==> src/rtl/rtc_snap_pkg.sv <==
package rtc_snap_pkg;

    localparam int NFIELDS = 6;
    localparam int FW      = $clog2(NFIELDS);
    localparam int IW      = 8;

    localparam int F_SEC  = 0;
    localparam int F_MIN  = 1;
    localparam int F_HOUR = 2;
    localparam int F_DAY  = 3;
    localparam int F_MON  = 4;
    localparam int F_YEAR = 5;

    localparam logic [IW-1:0] IDX_UPD_STAT = 8'h0A;
    localparam logic [IW-1:0] IDX_CFG_STAT = 8'h0B;
    localparam int UPD_BIT = 7;
    localparam int BIN_BIT = 2;

    typedef enum logic [2:0] {
        PH_IDLE  = 3'd0,
        PH_CFG   = 3'd1,
        PH_FIRST = 3'd2,
        PH_UPD   = 3'd3,
        PH_CONF  = 3'd4
    } phase_e;

    function automatic logic [IW-1:0] field_index(input logic [FW-1:0] k);
        logic [IW-1:0] r;
        case (k)
            3'd0:    r = 8'h00;
            3'd1:    r = 8'h02;
            3'd2:    r = 8'h04;
            3'd3:    r = 8'h07;
            3'd4:    r = 8'h08;
            3'd5:    r = 8'h09;
            default: r = 8'h00;
        endcase
        return r;
    endfunction

endpackage

==> src/rtl/rtc_snap_index.sv <==
module rtc_snap_index
    import rtc_snap_pkg::*;
(
    input  phase_e          phase,
    input  logic [FW-1:0]   fld,
    output logic [IW-1:0]   idx
);
    always_comb begin
        case (phase)
            PH_CFG:            idx = IDX_CFG_STAT;
            PH_UPD:            idx = IDX_UPD_STAT;
            PH_FIRST, PH_CONF: idx = field_index(fld);
            default:           idx = '0;
        endcase
    end
endmodule

==> src/rtl/rtc_bcd_to_bin.sv <==
module rtc_bcd_to_bin #(
    parameter int W = 8
) (
    input  logic [W-1:0] raw,
    input  logic         en,
    output logic [W-1:0] val
);
    localparam int HW = W - 4;

    logic [W-1:0] hi;
    logic [W-1:0] lo;

    always_comb begin
        hi  = W'(raw[W-1 -: HW]);
        lo  = W'(raw[3:0]);
        val = en ? W'(hi * W'(10) + lo) : raw;
    end
endmodule

==> src/rtl/rtc_snap_cmp.sv <==
module rtc_snap_cmp #(
    parameter int N = 6,
    parameter int W = 8
) (
    input  logic [N-1:0][W-1:0] a,
    input  logic [N-1:0][W-1:0] b,
    output logic                eq
);
    logic [N-1:0] hit;

    for (genvar g = 0; g < N; g++) begin : g_field
        assign hit[g] = (a[g] == b[g]);
    end

    assign eq = &hit;
endmodule

==> src/rtl/rtc_snap_reader.sv <==
module rtc_snap_reader
    import rtc_snap_pkg::*;
#(
    parameter int DW        = 8,
    parameter int YW        = 12,
    parameter int YEAR_BASE = 2000
) (
    input  logic          clk,
    input  logic          rst_n,
    input  logic          start,
    output logic          req_valid,
    output logic [IW-1:0] req_index,
    input  logic          rsp_valid,
    input  logic [DW-1:0] rsp_data,
    output logic          done,
    output logic [DW-1:0] sec_o,
    output logic [DW-1:0] min_o,
    output logic [DW-1:0] hour_o,
    output logic [DW-1:0] day_o,
    output logic [DW-1:0] mon_o,
    output logic [YW-1:0] year_o
);
    localparam logic [FW-1:0] LAST = FW'(NFIELDS - 1);

    typedef struct packed {
        phase_e                     phase;
        logic [FW-1:0]              fld;
        logic                       issue;
        logic                       bin_mode;
        logic [NFIELDS-1:0][DW-1:0] t1;
        logic [NFIELDS-1:0][DW-1:0] t2;
        logic                       done;
        logic [NFIELDS-2:0][DW-1:0] res;
        logic [YW-1:0]              year;
    } st_t;

    st_t st_d, st_q;

    logic                       rsp_ok;
    logic                       busy;
    logic                       match;
    logic [NFIELDS-1:0][DW-1:0] cand;
    logic [NFIELDS-1:0][DW-1:0] conv;

    // A response only counts once the request pulse has gone.
    assign rsp_ok = rsp_valid && !st_q.issue;
    assign busy   = (st_q.phase != PH_IDLE);

    // Confirm pass as it stands including the byte arriving now.
    always_comb begin
        cand       = st_q.t2;
        cand[LAST] = rsp_data;
    end

    rtc_snap_cmp #(.N(NFIELDS), .W(DW)) u_cmp (
        .a  (cand),
        .b  (st_q.t1),
        .eq (match)
    );

    for (genvar g = 0; g < NFIELDS; g++) begin : g_conv
        rtc_bcd_to_bin #(.W(DW)) u_conv (
            .raw (st_q.t1[g]),
            .en  (!st_q.bin_mode),
            .val (conv[g])
        );
    end

    rtc_snap_index u_index (
        .phase (st_q.phase),
        .fld   (st_q.fld),
        .idx   (req_index)
    );

    always_comb begin
        st_d       = st_q;
        st_d.issue = 1'b0;
        st_d.done  = 1'b0;
        case (st_q.phase)
            PH_IDLE: begin
                if (start) begin
                    st_d.phase = PH_CFG;
                    st_d.issue = 1'b1;
                end
            end
            PH_CFG: begin
                if (rsp_ok) begin
                    st_d.bin_mode = rsp_data[BIN_BIT];
                    st_d.phase    = PH_FIRST;
                    st_d.fld      = '0;
                    st_d.issue    = 1'b1;
                end
            end
            PH_FIRST: begin
                if (rsp_ok) begin
                    st_d.t1[st_q.fld] = rsp_data;
                    st_d.issue        = 1'b1;
                    if (st_q.fld == LAST) begin
                        st_d.phase = PH_UPD;
                    end else begin
                        st_d.fld = st_q.fld + 1'b1;
                    end
                end
            end
            PH_UPD: begin
                if (rsp_ok) begin
                    st_d.fld   = '0;
                    st_d.issue = 1'b1;
                    st_d.phase = rsp_data[UPD_BIT] ? PH_FIRST : PH_CONF;
                end
            end
            PH_CONF: begin
                if (rsp_ok) begin
                    st_d.t2[st_q.fld] = rsp_data;
                    if (st_q.fld != LAST) begin
                        st_d.fld   = st_q.fld + 1'b1;
                        st_d.issue = 1'b1;
                    end else if (match) begin
                        st_d.phase = PH_IDLE;
                        st_d.done  = 1'b1;
                        for (int k = 0; k < NFIELDS - 1; k++) begin
                            st_d.res[k] = conv[k];
                        end
                        st_d.year = YW'(conv[F_YEAR]) + YW'(YEAR_BASE);
                    end else begin
                        st_d.phase = PH_FIRST;
                        st_d.fld   = '0;
                        st_d.issue = 1'b1;
                    end
                end
            end
            default: st_d.phase = PH_IDLE;
        endcase
    end

    always_ff @(posedge clk or negedge rst_n) begin
        if (!rst_n) begin
            st_q <= '0;
        end else begin
            st_q <= st_d;
        end
    end

    assign req_valid = st_q.issue;
    assign done      = st_q.done;
    assign sec_o     = st_q.res[F_SEC];
    assign min_o     = st_q.res[F_MIN];
    assign hour_o    = st_q.res[F_HOUR];
    assign day_o     = st_q.res[F_DAY];
    assign mon_o     = st_q.res[F_MON];
    assign year_o    = st_q.year;

endmodule

==> config.mk <==
export PLATFORM = sky130hd
export DESIGN_NAME = rtc_snap_reader
export DESIGN_NICKNAME = d
export VERILOG_FILES = /design/src/rtl/rtc_snap_pkg.sv /design/src/rtl/rtc_snap_index.sv /design/src/rtl/rtc_bcd_to_bin.sv /design/src/rtl/rtc_snap_cmp.sv /design/src/rtl/rtc_snap_reader.sv
export SDC_FILE = /design/constraint.sdc
export NUM_CORES = 1
export LEC_CHECK = 0
export BUFFER_PORTS_ARGS = -buffer_cell sky130_fd_sc_hd__buf_2
export CELL_PAD_IN_SITES_DETAIL_PLACEMENT = 0
export CELL_PAD_IN_SITES_GLOBAL_PLACEMENT = 2
export CORE_MARGIN = 5
export CORE_UTILIZATION = 40
export CTS_BUF_LIST = sky130_fd_sc_hd__clkbuf_16
export DETAILED_ROUTE_END_ITERATION = 8
export PLACE_DENSITY_LB_ADDON = 0.1
export SETUP_SLACK_MARGIN = 0.3
export SYNTH_ARGS = -nofsm -noshare
export SYNTH_HDL_FRONTEND = slang
export SYNTH_HIERARCHICAL = 1
export SYNTH_SLANG_ARGS = --single-unit
==> constraint.sdc <==
create_clock -name clk -period 2.9 [get_ports clk]
set_input_delay 0.145 -clock clk [delete_from_list [all_inputs] [get_ports clk]]
set_output_delay 0.145 -clock clk [all_outputs]
set_load 0.005 [all_outputs]
### Yosys cells after proc, flatten, opt, wreduce, memory -nomap -nowiden

Cells that the tools add are included.

| operators by class | value |
|---|---|
| $add $sub $neg | 8 |
| multiply operators | 6 |
| order comparisons | 2 |
| equal/unequal tests | 25 |
| multiplexer cells | 32 |
| bitwise operators | 1 |
| reduce and logical (&&, ||, !) cells | 13 |

Operator list:

| operator | count |
|---|---|
| two-way mux 53 bit | 4 |
| bitwise mux 48 bit | 2 |
| two-way mux 8 bit | 8 |
| adder 8 x 4 -> 8 bit | 6 |
| == test 8 bit | 6 |
| multiplier 4 x 3 -> 7 bit (second input constant) | 6 |
| demux 8 bit (select 3 bit) | 1 |
| one-hot mux 8 bit (3 select lines) | 1 |
| two-way mux 7 bit | 3 |
| one-hot mux 4 bit (5 select lines) | 1 |
| != test 2 bit (second input constant) | 8 |
| two-way mux 3 bit | 5 |
| one-hot mux 3 bit (5 select lines) | 1 |
| AND reduction 7 bit | 2 |
| adder 8 x 11 -> 12 bit (second input constant) | 1 |
| == test 3 x 2 -> 1 bit (second input constant) | 4 |
| one-hot mux 3 bit (4 select lines) | 1 |
| == test 3 bit (second input constant) | 3 |
| AND reduction 9 bit | 1 |
| two-way mux 4 bit | 2 |
| == test 3 x 1 -> 1 bit (second input constant) | 2 |
| != test 3 bit (second input constant) | 2 |
| AND reduction 2 bit | 3 |
| AND reduction 6 bit | 1 |
| other kinds (12) | 13 |

| storage, ports and cells | value |
|---|---|
| register bits after elaboration | 157 |
| input port bits | 12 |
| output and inout bits | 62 |

### Depth between registers and ports, before layout

| depth | value |
|---|---|
| word-level depth | 8 |
| depth in mapped cells | 11 |

### Modules after synthesis

The synthesis kept the hierarchy.

By module, submodules not included:

| module | instances | cells an instance | area each (um^2) |
|---|---|---|---|
| rtc_snap_reader | 1 | 533 | 6,314.8 |
| rtc_bcd_to_bin | 6 | 40 | 371.6 |
| rtc_snap_cmp | 1 | 64 | 524.3 |
| rtc_snap_index | 1 | 25 | 171.4 |

### Worst setup path after synthesis

No wires, ideal clock.

| timing | value |
|---|---|
| path kind | reg2reg |
| start | register st_q[148] (netlist bit) |
| end | register st_q (netlist bit year_o[7]) |
| library setup time | 0.083 ns |
| arrival | 2.597 ns |
| required time | 2.817 ns |
| slack | 0.220 ns |
| cell stages (with the launch flop) | 11 |
| path buffers | 0 |
| cells stage by stage | dfrtp_1 ha_1 ha_1 fa_1 o211a_1 o21ai_1 xnor2_1 mux2_2 a21oi_1 ha_1 o21ai_0 |

RTL lines:

| what | RTL line | RTL |
|---|---|---|
| start: declaration | rtc_snap_reader.sv:37 | `st_t st_d, st_q;` |
| start signal: assignment | rtc_snap_reader.sv:140 | `st_q <= st_d;` |

### Worst setup path after layout

| timing | value |
|---|---|
| start | register st_q[148] (netlist bit) |
| end | register st_q (netlist bit min_o[4]) |

| between the ends | value |
|---|---|
| word-level cells in the longest chain between the ends | 2 |

Ends and longest elaborated chain:

| what | RTL line | RTL |
|---|---|---|
| == test 8 bit | rtc_snap_cmp.sv:12 | `assign hit[g] = (a[g] == b[g]);` |
| AND reduction 9 bit (no source line) | n/a |  |

Every way passes these cells.
A chain may end at the register's enable or synchronous reset.

==> results.sh <==
export IMPL_gr_usage_all_layers_pct=17.22
export IMPL_route_detailed_drc=0
export IMPL_outcome="complete, no violations"
export IMPL_routabilityCongestion=0.8093
export IMPL_critPathCaptureType="flop"
export IMPL_rsz0062_at_grt="yes"
export IMPL_async_flop_share_pct=100.0
export IMPL_finalCoreUtilization_pct=47.02
export IMPL_die_width_microns=162.0
export IMPL_p_sw_mw=2.466
export IMPL_yosysUniqueCellTypes=56
export IMPL_p_leak_nw=5.874
export IMPL_place_ws_ns=0.08698
export IMPL_cts_htree_levels=4
export IMPL_worstMarginPinSlew_ns=0.6961
export IMPL_stdcell_area_sq_mm=0.01068
export IMPL_diodes=0
export IMPL_peakVddDrop_uv=360.8
export IMPL_final_layout_size_suffix_gt1_share_pct=33.66
export IMPL_crit_path_max_incr_delay_ns=0.48
export IMPL_io_pins=74
export IMPL_grt_first_pass_wirelength_microns=35750
export IMPL_startpoint_type="flop"
export IMPL_antenna_found_initial=0
export IMPL_fin_cells=1206
export IMPL_drt_wl_total_microns=22370
export IMPL_cts_path_max_buffers=2
export IMPL_layout_common_cells="nand2_1 (147), dfrtp_1 (144), mux2_2 (112), buf_2 (68), xor2_1 (63)"
export IMPL_maxCapViolCount=0
export IMPL_skew_ns=0.01008
export IMPL_firstDrtPassIters=4
export IMPL_p_clk_share_pct=33.9
export IMPL_period_share_pct=90.77
export IMPL_arrival_ns=3.00
export IMPL_comb_power_share_pct=32.9
export IMPL_syn_to_final_growth_pct=15.57
export IMPL_cts_tree="done"
export IMPL_synthFlopType="dfrtp_1"
export IMPL_wire_per_inst_microns=18.55
export IMPL_period_needed_ns=2.632
export IMPL_crit_path_cell_trace="buf_4, xor2_1, nor4_1, nand4_1, nor3_4, nand3_2, or3_4, clkinv_8, clkbuf_16, nand2_1, nand2_1"
export IMPL_synth_cells=862
export IMPL_grt_max_degree=63
export IMPL_die_h_microns=162.0
export IMPL_slew_viol_final=0
export IMPL_placed_area_sq_mm=0.009610
export IMPL_p_seq_share_pct=33.2
export IMPL_relSlewSlack_pct=53.25
export IMPL_crit_top_cell="nand2_1"
export IMPL_final_common_cell="nand2_1"
export IMPL_fin_nets=981
export IMPL_switching_share_pct=31.84
export IMPL_fill_cells=2145
export IMPL_start_util_pct=40.69
export IMPL_grt_ovfl_total=0
export IMPL_fmax_mhz=379.9
export IMPL_synth_seq_area_share_pct=40.08
export IMPL_via_count=6286
export IMPL_clkSinkCount=148
export IMPL_post_place_cells=1159
export IMPL_worstSetupPathType="flop to flop"
export IMPL_synth_edf_count=0
export IMPL_core_area_sq_mm=0.02271
export IMPL_viasPerCell=5.212
export IMPL_required_ns=3.27
export IMPL_finalHoldViolations=0
export IMPL_yosysWarnings=6
export IMPL_setup_tns_ns=0
export IMPL_cts_root_buffer="clkbuf_16"
export IMPL_clk_latency_ns=0.43
export IMPL_clkTransAtPathRegs_ns=0.06
export IMPL_regArea_sq_mm=0.003709
export IMPL_syn_cell_area_sq_mm=0.009240
export IMPL_finalSetupViolCount=0
export IMPL_rows=55
export IMPL_crit_path_max_fanout=8
export IMPL_die_area_sq_mm=0.02624
export IMPL_multiInputGateArea_sq_mm=0.004935
export IMPL_crit_buf_inv=3
export IMPL_worst_hold_slack_ns=0.08318
export IMPL_dpl_hpwl_microns=15990
export IMPL_cp_top_family="simple AND/OR/NAND/NOR gates"
export IMPL_port_buffers=69
export IMPL_ys_ff_latch=148
export IMPL_p_per_area_mw_per_mm2=725.1
export IMPL_grt_pass1_vias=6467
export IMPL_numCtsBuffers=17
export IMPL_min_path_type="input pin to flop"
export IMPL_total_power_mw=7.743
export IMPL_drt_iter0_markers=332
export IMPL_synth_avg_cell_area_sq_um=10.72
export IMPL_slowest_stage="or3_4"
export IMPL_internal_power_mw=5.277
export IMPL_ant_nets=0
export IMPL_setup_ws_ns=0.2677
-- tightest hold or removal path: stages --
cell	delay, ns
buf_2	0.12
mux2i_1	0.12
a211oi_1	0.08
-- sequential cells by signal, indices dropped and copies added, names as in the netlist --
register   cells
sec_o          8
hour_o         8
day_o          8
cand          40
req_valid      1
st_q          55
min_o          8
year_o        11
done           1
mon_o          8
-- cell type report --
class                           count  share of cell area, %
Timing Repair Buffer              117                  7.803
Clock inverter                     14                  2.484
Clock buffer                       17                  3.984
Sequential cell                   148                  34.73
Tap cell                          285                  3.339
Multi-Input combinational cell    591                  46.21
Inverter                           34                  1.453
-- worst paths after layout --
path                            from  slack [ns]  cells past startpoint         to
min                            start        0.08                      3  st_q[154]
max reg2reg                st_q[148]        0.27                     11   min_o[4]
min reg2reg                 day_o[4]        0.47                      2   day_o[4]
max                        st_q[148]        0.27                     11   min_o[4]
min in group asynchronous      rst_n        0.27                      2   day_o[4]
max in group asynchronous      rst_n        1.87                      3  st_q[105]
-- cell usage after synthesis, drive strengths merged (4+ instances only) --
master   number  area (sq um)
dfrtp       148          3704
nand2       148         558.0
mux2        116          1306
buf          79         600.6
xor2         63         551.8
ha           48         600.6
inv          34         142.6
o21ai        21         105.1
xnor2        18         157.7
a21oi        15         75.07
nor4         15         138.9
nor2         14         52.55
clkbuf       13         50.04
mux2i        13         130.1
a211o        12         105.1
fa           12         240.2
nor2b        11         83.83
a21o          8         60.06
and3          8         50.05
o2111ai       8         70.07
a211oi        7         52.55
nor3b         6         55.05
nor4b         6         52.55
o211a         6         60.06
nand3         4         20.02
nand4         4         31.28
nor3          4         25.02
-- routing by layer --
metal	track usage, %	wire length, microns	vias up
met2	27.47	10480	97
met4	4.114	183	0
met3	3.730	655	13
met1	24.09	11050	3166
met5	0	0	-
li1	-	-	3010
-- repair_timing --
action / 4_1_cts / 5_1_grt
gates cloned: 0 / 4
pin swaps: 4 / 20
endpoints found under the hold margin: 59 / 0
setup endpoints to repair: 52 / 52
gates resized for setup: 13 / 29
hold buffers: 1 / 0
setup buffers: 5 / 6
-- cell families (layout without fill, tap and decap cells) --
group | Yosys count | count (layout) | share of synthesized area [%]
muxes | 129 | 129 | 15.54
and+or+nand+nor | 231 | 231 | 12.54
AOI/OAI and AO/OA | 86 | 86 | 6.432
DFF | 148 | 148 | 40.08
xor gates and xnor gates | 81 | 81 | 7.678
other | 1 | 4 | 0.04058
adders and majority gates | 60 | 60 | 9.100
buffers and inverters | 126 | 182 | 8.585
-- power groups by stage --
stage          clock (mW)  combinational, mW  sequential, mW
6_report             2.63               2.55            2.57
5_1_grt              2.79               2.80            2.60
4_1_cts              2.68               2.49            2.57
3_5_place_dp            0               2.43            2.61
3_3_place_gp            0               2.39            2.60
2_1_floorplan           0               1.82            2.58
(Power assumes the default switching activity.)
